## src/rtl/pinsvc_pkg.sv

```systemverilog
package pinsvc_pkg;
  localparam int VEC_W  = 8;
  localparam int DEST_W = 8;
  localparam int DLV_W  = 3;

  typedef enum logic {TRIG_EDGE = 1'b0, TRIG_LEVEL = 1'b1} trig_e;

  // An EOI releases an entry only when it is level, not directed, and the vector matches.
  function automatic logic eoi_releases(logic valid, logic lvl, logic directed,
                                        logic [VEC_W-1:0] ent_vec,
                                        logic [VEC_W-1:0] eoi_vec);
    return valid && lvl && !directed && (ent_vec == eoi_vec);
  endfunction

  // A queued pin may be sent if it still requests; level pins also need remote-IRR clear.
  function automatic logic pin_eligible(logic trig, logic req, logic rirr);
    return req && ((trig == TRIG_EDGE) || !rirr);
  endfunction
endpackage

```

## src/rtl/pinsvc_pick.sv

```systemverilog
module pinsvc_pick #(
  parameter int N  = 24,
  parameter int IW = (N > 1) ? $clog2(N) : 1
) (
  input  logic [N-1:0]  req,
  output logic          any,
  output logic [IW-1:0] idx,
  output logic [N-1:0]  grant
);
  always_comb begin
    any   = 1'b0;
    idx   = '0;
    grant = '0;
    for (int i = N - 1; i >= 0; i--) begin
      if (req[i]) begin
        any = 1'b1;
        idx = IW'(i);
      end
    end
    if (any) grant[idx] = 1'b1;
  end
endmodule

```

## src/rtl/pinsvc_eoi_count.sv

```systemverilog
module pinsvc_eoi_count #(
  parameter int LIMIT = 10000,
  parameter int W     = $clog2(LIMIT + 1)
) (
  input  logic clk,
  input  logic rst_n,
  input  logic bump,
  input  logic zero,
  output logic hit
);
  logic [W-1:0] cnt_q;

  assign hit = bump && (cnt_q == W'(LIMIT - 1));

  always_ff @(posedge clk) begin
    if (!rst_n)        cnt_q <= '0;
    else if (hit)      cnt_q <= '0;
    else if (bump)     cnt_q <= cnt_q + 1'b1;
    else if (zero)     cnt_q <= '0;
  end
endmodule

```

## src/rtl/pinsvc_defer_timer.sv

```systemverilog
module pinsvc_defer_timer #(
  parameter int CYCLES = 1000,
  parameter int W      = $clog2(CYCLES + 1)
) (
  input  logic clk,
  input  logic rst_n,
  input  logic arm,
  output logic fire
);
  logic         busy_q;
  logic [W-1:0] cnt_q;

  assign fire = busy_q && (cnt_q == W'(CYCLES - 1));

  always_ff @(posedge clk) begin
    if (!rst_n) begin
      busy_q <= 1'b0;
      cnt_q  <= '0;
    end else if (busy_q) begin
      if (fire) begin
        busy_q <= 1'b0;
        cnt_q  <= '0;
      end else begin
        cnt_q <= cnt_q + 1'b1;
      end
    end else if (arm) begin
      busy_q <= 1'b1;
      cnt_q  <= '0;
    end
  end
endmodule

```

## src/rtl/pin_service_engine.sv

```systemverilog
module pin_service_engine
  import pinsvc_pkg::*;
#(
  parameter int NPINS        = 24,
  parameter int EOI_LIMIT    = 10000,
  parameter int TICK_RATE    = 100000,
  parameter int DEFER_CYCLES = (TICK_RATE / 100 > 0) ? TICK_RATE / 100 : 1,
  localparam int PIN_W       = (NPINS > 1) ? $clog2(NPINS) : 1
) (
  input  logic                              clk,
  input  logic                              rst_n,
  input  logic                              line_valid,
  input  logic [PIN_W-1:0]                  line_pin,
  input  logic                              line_level,
  input  logic [NPINS-1:0][VEC_W-1:0]       ent_vector,
  input  logic [NPINS-1:0][DEST_W-1:0]      ent_dest,
  input  logic [NPINS-1:0]                  ent_dest_mode,
  input  logic [NPINS-1:0]                  ent_trig,
  input  logic [NPINS-1:0][DLV_W-1:0]       ent_dlv,
  input  logic [NPINS-1:0]                  ent_mask,
  input  logic                              eoi_valid,
  input  logic [VEC_W-1:0]                  eoi_vector,
  input  logic                              eoi_level,
  input  logic                              eoi_directed,
  input  logic                              dlv_accept,
  output logic                              out_valid,
  output logic [PIN_W-1:0]                  out_pin,
  output logic [DEST_W-1:0]                 out_dest,
  output logic [VEC_W-1:0]                  out_vector,
  output logic                              out_dest_mode,
  output logic                              out_trig,
  output logic [DLV_W-1:0]                  out_dlv,
  output logic                              out_level,
  output logic                              out_shorthand,
  output logic [NPINS-1:0]                  req_bits,
  output logic [NPINS-1:0]                  remote_irr
);
  logic [NPINS-1:0] irr_q, rirr_q, svc_q;
  logic [NPINS-1:0] irr_svc, irr_nxt, rirr_nxt, svc_nxt;
  logic [NPINS-1:0] line_hot, svc_line, svc_eoi, svc_timer;
  logic [NPINS-1:0] eoi_hit, cnt_bump, cnt_zero, cnt_hit;
  logic [NPINS-1:0] edge_clr, rirr_set;
  logic             pick_any;
  logic [PIN_W-1:0] pick_idx;
  logic [NPINS-1:0] pick_grant;
  logic             pick_trig;

  // named internal events
  logic ev_deliver, ev_coalesce, ev_throttle, ev_timer_fire;

  pinsvc_pick #(.N(NPINS), .IW(PIN_W)) u_pick (
    .req(svc_q), .any(pick_any), .idx(pick_idx), .grant(pick_grant)
  );

  assign pick_trig  = ent_trig[pick_idx];
  assign ev_deliver = pick_any && !ent_mask[pick_idx] &&
                      pin_eligible(pick_trig, irr_q[pick_idx], rirr_q[pick_idx]);
  assign edge_clr   = (ev_deliver && pick_trig == TRIG_EDGE) ? pick_grant : '0;
  assign rirr_set   = (ev_deliver && pick_trig == TRIG_LEVEL && dlv_accept) ? pick_grant : '0;

  // pin event decode, applied after this cycle's delivery
  always_comb begin
    for (int i = 0; i < NPINS; i++)
      line_hot[i] = line_valid && (line_pin == PIN_W'(i));
  end

  assign irr_svc = irr_q & ~edge_clr;

  always_comb begin
    logic old_req, tgt_level, tgt_rirr;
    old_req   = |(irr_svc & line_hot);
    tgt_level = |(ent_trig & line_hot);
    tgt_rirr  = |(rirr_q & line_hot);
    ev_coalesce = line_valid && line_level && (|line_hot) &&
                  ((!tgt_level && old_req) || (tgt_level && tgt_rirr));
    svc_line = (line_level && !ev_coalesce) ? line_hot : '0;
    irr_nxt  = line_level ? (irr_svc | line_hot) : (irr_svc & ~line_hot);
  end

  // EOI broadcast
  always_comb begin
    for (int i = 0; i < NPINS; i++)
      eoi_hit[i] = eoi_releases(eoi_valid, eoi_level, eoi_directed, ent_vector[i], eoi_vector);
  end

  assign rirr_nxt = (rirr_q | rirr_set) & ~eoi_hit;
  assign cnt_bump = eoi_hit & ~ent_mask & irr_nxt;
  assign cnt_zero = eoi_hit & ~cnt_bump;

  generate
    for (genvar g = 0; g < NPINS; g++) begin : g_cnt
      pinsvc_eoi_count #(.LIMIT(EOI_LIMIT)) u_cnt (
        .clk(clk), .rst_n(rst_n), .bump(cnt_bump[g]), .zero(cnt_zero[g]), .hit(cnt_hit[g])
      );
    end
  endgenerate

  assign svc_eoi     = cnt_bump & ~cnt_hit;
  assign ev_throttle = |cnt_hit;

  pinsvc_defer_timer #(.CYCLES(DEFER_CYCLES)) u_timer (
    .clk(clk), .rst_n(rst_n), .arm(ev_throttle), .fire(ev_timer_fire)
  );

  assign svc_timer = ev_timer_fire ? (ent_trig & irr_nxt & ~rirr_nxt) : '0;
  assign svc_nxt   = (svc_q & ~pick_grant) | svc_line | svc_eoi | svc_timer;

  always_ff @(posedge clk) begin
    if (!rst_n) begin
      irr_q  <= '0;
      rirr_q <= '0;
      svc_q  <= '0;
    end else begin
      irr_q  <= irr_nxt;
      rirr_q <= rirr_nxt;
      svc_q  <= svc_nxt;
    end
  end

  assign out_valid     = ev_deliver;
  assign out_pin       = pick_idx;
  assign out_dest      = ent_dest[pick_idx];
  assign out_vector    = ent_vector[pick_idx];
  assign out_dest_mode = ent_dest_mode[pick_idx];
  assign out_trig      = pick_trig;
  assign out_dlv       = ent_dlv[pick_idx];
  assign out_level     = 1'b1;
  assign out_shorthand = 1'b0;
  assign req_bits      = irr_q;
  assign remote_irr    = rirr_q;
endmodule

```

## config.mk

```make
export PLATFORM = sky130hd
export DESIGN_NAME = pin_service_engine
export DESIGN_NICKNAME = d
export VERILOG_FILES = /design/src/rtl/pinsvc_pkg.sv /design/src/rtl/pinsvc_pick.sv /design/src/rtl/pinsvc_eoi_count.sv /design/src/rtl/pinsvc_defer_timer.sv /design/src/rtl/pin_service_engine.sv
export SDC_FILE = /design/constraint.sdc
export NUM_CORES = 2
export LEC_CHECK = 0
export BUFFER_PORTS_ARGS = -buffer_cell sky130_fd_sc_hd__buf_4
export CORE_MARGIN = 4
export CORE_UTILIZATION = 40
export CTS_CLUSTER_SIZE = 28
export DETAILED_ROUTE_END_ITERATION = 10
export HOLD_SLACK_MARGIN = 0.08
export SYNTH_ARGS = -nofsm -noshare
export SYNTH_HDL_FRONTEND = slang
export SYNTH_SLANG_ARGS = --single-unit
```

## constraint.sdc

```tcl
create_clock -name clk -period 6.85 [get_ports clk]
set_clock_uncertainty 0.05 [all_clocks]
set_input_delay 1.37 -clock clk [delete_from_list [all_inputs] [get_ports clk]]
set_output_delay 1.37 -clock clk [all_outputs]
set_load 0.02 [all_outputs]
```

# == After elaboration in Yosys (flattened, before gate mapping) ==
# Cells that the tools add are included.
# op_classes
n_addsub,25
magnitude_cmp,2
eq_ne,72
muxes,126
n_bitwise,28
n_reduce_logical,150
# op_table
op,n
$mux 14,48
$add 14x1->14 const B,24
$eq 14x14->1 const B,24
$and 24x24->24,13
$eq 8x8->1,24
$not 24->24,8
$mux 24,6
$mux 5,24
$or 24x24->24,5
$reduce_or 24->1,5
$logic_and 1x1->1,88
$bmux 8 s5,2
$reduce_bool 2->1,25
$reduce_or 2->1,24
$eq 5x4->1 const B,8
$eq 5x5->1 const B,8
$mux 1,33
$mux 10,3
$bmux 1 s5,5
$eq 5x3->1 const B,4
$mux 8,2
$bmux 3 s5,1
$add 10x1->10 const B,1
$eq 10x10->1 const B,1
other kinds (10),17
# totals
regBits,419
in_bits,549
elab_cells,432

# == Longest topological paths before layout ==
# logic_depth
word_depth,45
ltp_mapped,20

# == Cells and area by module ==
# From an unflattened synthesis, not the netlist that was laid out.
# unflattened
hier_cells,3527
area_unflattened_um2,30754.5
# modules_own_cells
mod,instances,cells_each,area_per_inst_um2,seq_area_each_um2
pinsvc_eoi_count (g_cnt[12].u_cnt ...),21,86,739.5,280.3
pin_service_engine,1,1309,11767.5,1441.4
pinsvc_eoi_count (g_cnt[0].u_cnt ...),3,86,743.2,280.3
pinsvc_defer_timer,1,69,624.3,220.2
pinsvc_pick,1,85,604.3,0.0

# == Worst setup path before layout ==
# No wires, ideal clock.
# synth_timing
path_type,in2out
from,input port ent_mask[1]
to,output port out_valid
arrival_ns,3.571
path_slack_ns,1.859
stages,7
path_cell_list,nand2b_1 -> a221o_1 -> o311a_1 -> a211oi_4 -> nand2_4 -> or2_1 -> nor4_1
# synth_via
elab_chain_cells,5
# synth_lines
item,line,text
start: declaration,pin_service_engine.sv:20,"input logic [NPINS-1:0] ent_mask,"
$bmux 1 s5,pin_service_engine.sv:56,assign ev_deliver = pick_any && !ent_mask[pick_idx] &&
$mux 1 (implied by the code),pin_service_engine.sv:56,
$logic_not 1->1,pin_service_engine.sv:56,
$logic_and 1x1->1 (2 in a row),pin_service_engine.sv:56,
end: declaration,pin_service_engine.sv:26,"output logic out_valid,"
# No other way between the ends. The select of a mux whose other input is x is not followed.

# == Worst setup path after layout ==
# layout_timing
from,register svc_q[3]
to,output port out_dlv[1]
# layout_via
elab_chain_cells,6
# layout_lines
item,line,text
start: declaration,pin_service_engine.sv:38,"logic [NPINS-1:0] irr_q, rirr_q, svc_q;"
start signal: assignment,pin_service_engine.sv:116,svc_q <= svc_nxt;
$mux 5 (4 in a row),pinsvc_pick.sv:15,if (req[i]) begin
$bmux 3 s5,pin_service_engine.sv:126,assign out_dlv = ent_dlv[pick_idx];
$mux 3 (implied by the code),pin_service_engine.sv:126,
end: declaration,pin_service_engine.sv:32,"output logic [DLV_W-1:0] out_dlv,"
# No other way between the ends. The select of a mux whose other input is x is not followed.

==> flow_summary.yaml <==
outcome:
  status: "complete, no violations"
detailed_routing:
  first_pass_iters: 6
  drcViolationCount: 0
  drt_iter0_markers: 3839
  finalWirelength_mm: 157.5
  detail-route-antenna-nets: 0
  via_count: 35600
  wl_per_cell_um: 27.46
  viasPerCell: 6.206
floorplanning:
  die_w_um: 281.5
  dieArea_um2: 79230
  rows: 100
  io_pins: 626
  core_um2: 74320
  dieHeight_um: 281.5
  initial_utilization_pct: 40.25
cts:
  clkSinkCount: 419
  postCtsHoldBufs: 0
  clock_latency_ns: 0.62
  cts_resized: 0
  cts_buffer_depth: 3
  cts_tree: "built"
  post_cts_buffers: 0
  htree_levels: 2
  ctsRootBufferMaster: "clkbuf_16"
  numCtsBuffers: 51
  clk_pin_slew_ns: 0.08
synth:
  synth_top_area_share_pct: 28.04
  avgSynthCellArea_um2: 7.144
  synth_top_cell_by_area: "dfxtp_1"
  yosysWarnings: 0
  synth_area_um2: 29920
  synth_area_leaders: "dfxtp_1, a21oi_1, nand2_1"
  synth_cell_types: 105
  yosysSeqAreaShare_pct: 28.04
  synth_edf_count: 0
  synth_cells: 4188
  synth_nets: 4762
  synth_top_flop_cell: "dfxtp_1"
  ys_seq_elements: 419
  synth-async-reset-ratio_pct: 0
sta:
  setup_violations: 0
  slew_headroom_pct: 10.42
  drv_slew: 0
  worst_slew_pin_slew_ns: 1.331
  max_freq_mhz: 147.9
  rsz0062_at_grt: "no"
  tns_ns: 0
  fin_crit_sh_pct: 98.68
  period_minus_slack_ns: 6.759
  hold_violations: 0
global_routing:
  antenna_found_initial: 21
  grt_max_degree: 123
  grt_pass1_vias: 33070
  overflow: 0
  grt_usage_pct: 37.73
  grt_pass1_wl_mm: 223.5
place:
  placed_area_um2: 35770
  gp_congestion: 1.080
  port_buffers: 623
  place_hpwl_mm: 123.8
critical_path:
  worstSetupStartpointType: "flop"
  critPathTopFamily: "compound AO/OA/AOI/OAI gates"
  crit_buf_inv: 2
  crit_arrival_ns: 5.34
  crit_slowest_cell: "buf_4"
  path_class: "flop to output pin"
  path_cells: "nor4_1, o31ai_1, a31o_2, a21o_1, nor2_4, buf_4, a221oi_1, o22ai_1, nor2_1, o21ai_0, buf_4"
  cpMostUsedCell: "buf_4"
  critPathRequiredTime_ns: 5.43
  crit_path_end_kind: "output pin"
  cp_max_fo: 68
  max_stage_delay_ns: 0.79
hold_path:
  hold_class: "flop to flop"
finish:
  final_cell_mix: "buf_4, nand2_1, a21oi_1"
  fin_area_um2: 37400
  mostFrequentLayoutCell: "buf_4"
  area_growth_pct: 25.01
  nets: 5291
  multi_input_area_um2: 20380
  seq_area_um2: 8388
  drive_gt1_share_pct: 20.21
  nFillCells: 7541
power:
  ir_worst_vdd_mv: 0.1594
  p_leak_nw: 14.54
  total_power_mw: 6.841
  powerDensity_nw_per_um2: 182.9
job:
  cap_violations: 0
==> area by class of cell <==
class	instances	share of cell area, %
sequential	419	22.43
antenna	13	0.08698
inverter	68	0.6959
timing repair buffer	733	14.78
clock inverter	22	0.5453
clock buffer	69	3.727
multi-input combinational	3444	54.49
tap	969	3.242
==> cells in the mapped netlist, types with 28 or more instances <==
library cell / number
a21oi_1: 452
a221oi_1: 88
a22oi_1: 43
a311oi_1: 30
a31oi_1: 50
and3_1: 220
buf_1: 33
clkbuf_1: 194
dfxtp_1: 419
inv_1: 58
mux2i_1: 33
nand2_1: 544
nand2b_1: 40
nand3_1: 125
nand3b_1: 121
nand4_1: 34
nor2_1: 404
nor2b_1: 35
nor3_1: 78
nor3b_1: 61
nor4_1: 69
nor4b_1: 28
o21ai_0: 331
o22ai_1: 71
or3_1: 41
or3b_2: 41
xnor2_1: 56
xor2_1: 140
==> per-layer routing <==
metal	wire, µm	track usage [%]	part of all wire [%]
met1	60220	45.80	38
met2	68920	59.05	44
met3	16290	10.84	10
met4	11970	23.49	7.6
met5	116	0	0.074
==> flip-flops by register name, summed over array words and instances (netlist names) <==
| register | count |
|---|---|
| req_bits | 24 |
| svc_q | 24 |
| g_cnt.u_cnt.cnt_q | 336 |
| remote_irr | 24 |
| u_timer.busy_q | 1 |
| u_timer.cnt_q | 10 |
==> logic make-up (layout without fill, tap and decap cells) <==
| group | Yosys count | count (layout) | synth area share, % |
|---|---|---|---|
| multiplexers | 43 | 43 | 1.481 |
| other | 2 | 15 | 0.02510 |
| flip-flops | 419 | 419 | 28.04 |
| AND/OR/NAND/NOR | 1941 | 1941 | 33.92 |
| buffers and inverters | 325 | 892 | 4.333 |
| AO/OA/AOI/OAI | 1237 | 1237 | 25.42 |
| XOR/XNOR | 196 | 196 | 5.738 |
| adder cells (fa/ha/maj) | 25 | 25 | 1.046 |
==> worst paths after layout <==
path	start	to	slack [ns]	cells after the start
max	svc_q[3]$_SDFF_PN0_	out_dlv[1]	0.09	11
min	g_cnt[5].u_cnt.cnt_q[13]$_SDFFE_PP0P_	g_cnt[5].u_cnt.cnt_q[13]$_SDFFE_PP0P_	0.42	2
max reg2reg	svc_q[0]$_SDFF_PN0_	u_timer.cnt_q[0]$_SDFFE_PN0P_	0.18	15
min reg2reg	g_cnt[5].u_cnt.cnt_q[13]$_SDFFE_PP0P_	g_cnt[5].u_cnt.cnt_q[13]$_SDFFE_PP0P_	0.42	2
==> tightest hold or removal path, delay by kind of cell (launching register included) <==
family / cells / cell delay (ns)
AOI/OAI and AO/OA: 1 / 0.05
DFF: 1 / 0.31
and+or+nand+nor: 1 / 0.06
==> stage by stage <==
step	util (%)	std cells	setup WS, ns	hold slack (ns)
after floorplan	-	4188	1.859	0.3849
after global placement	48.13	5633	0.6424	0.3995
after detailed placement	48.13	5633	0.4748	0.4106
after CTS	50.28	5724	0.2150	0.4179
after global routing	50.31	5733	0.05649	0.4297
final	50.32	5737	0.09054	0.4172
==> power by group <==
group          internal, mW  switching, mW  total (mW)
combinational         0.594           1.13        1.73
clock                  1.54           1.14        2.67
sequential             2.44        0.00638        2.45
total                  4.57           2.27        6.84
(Power assumes the default switching activity.)
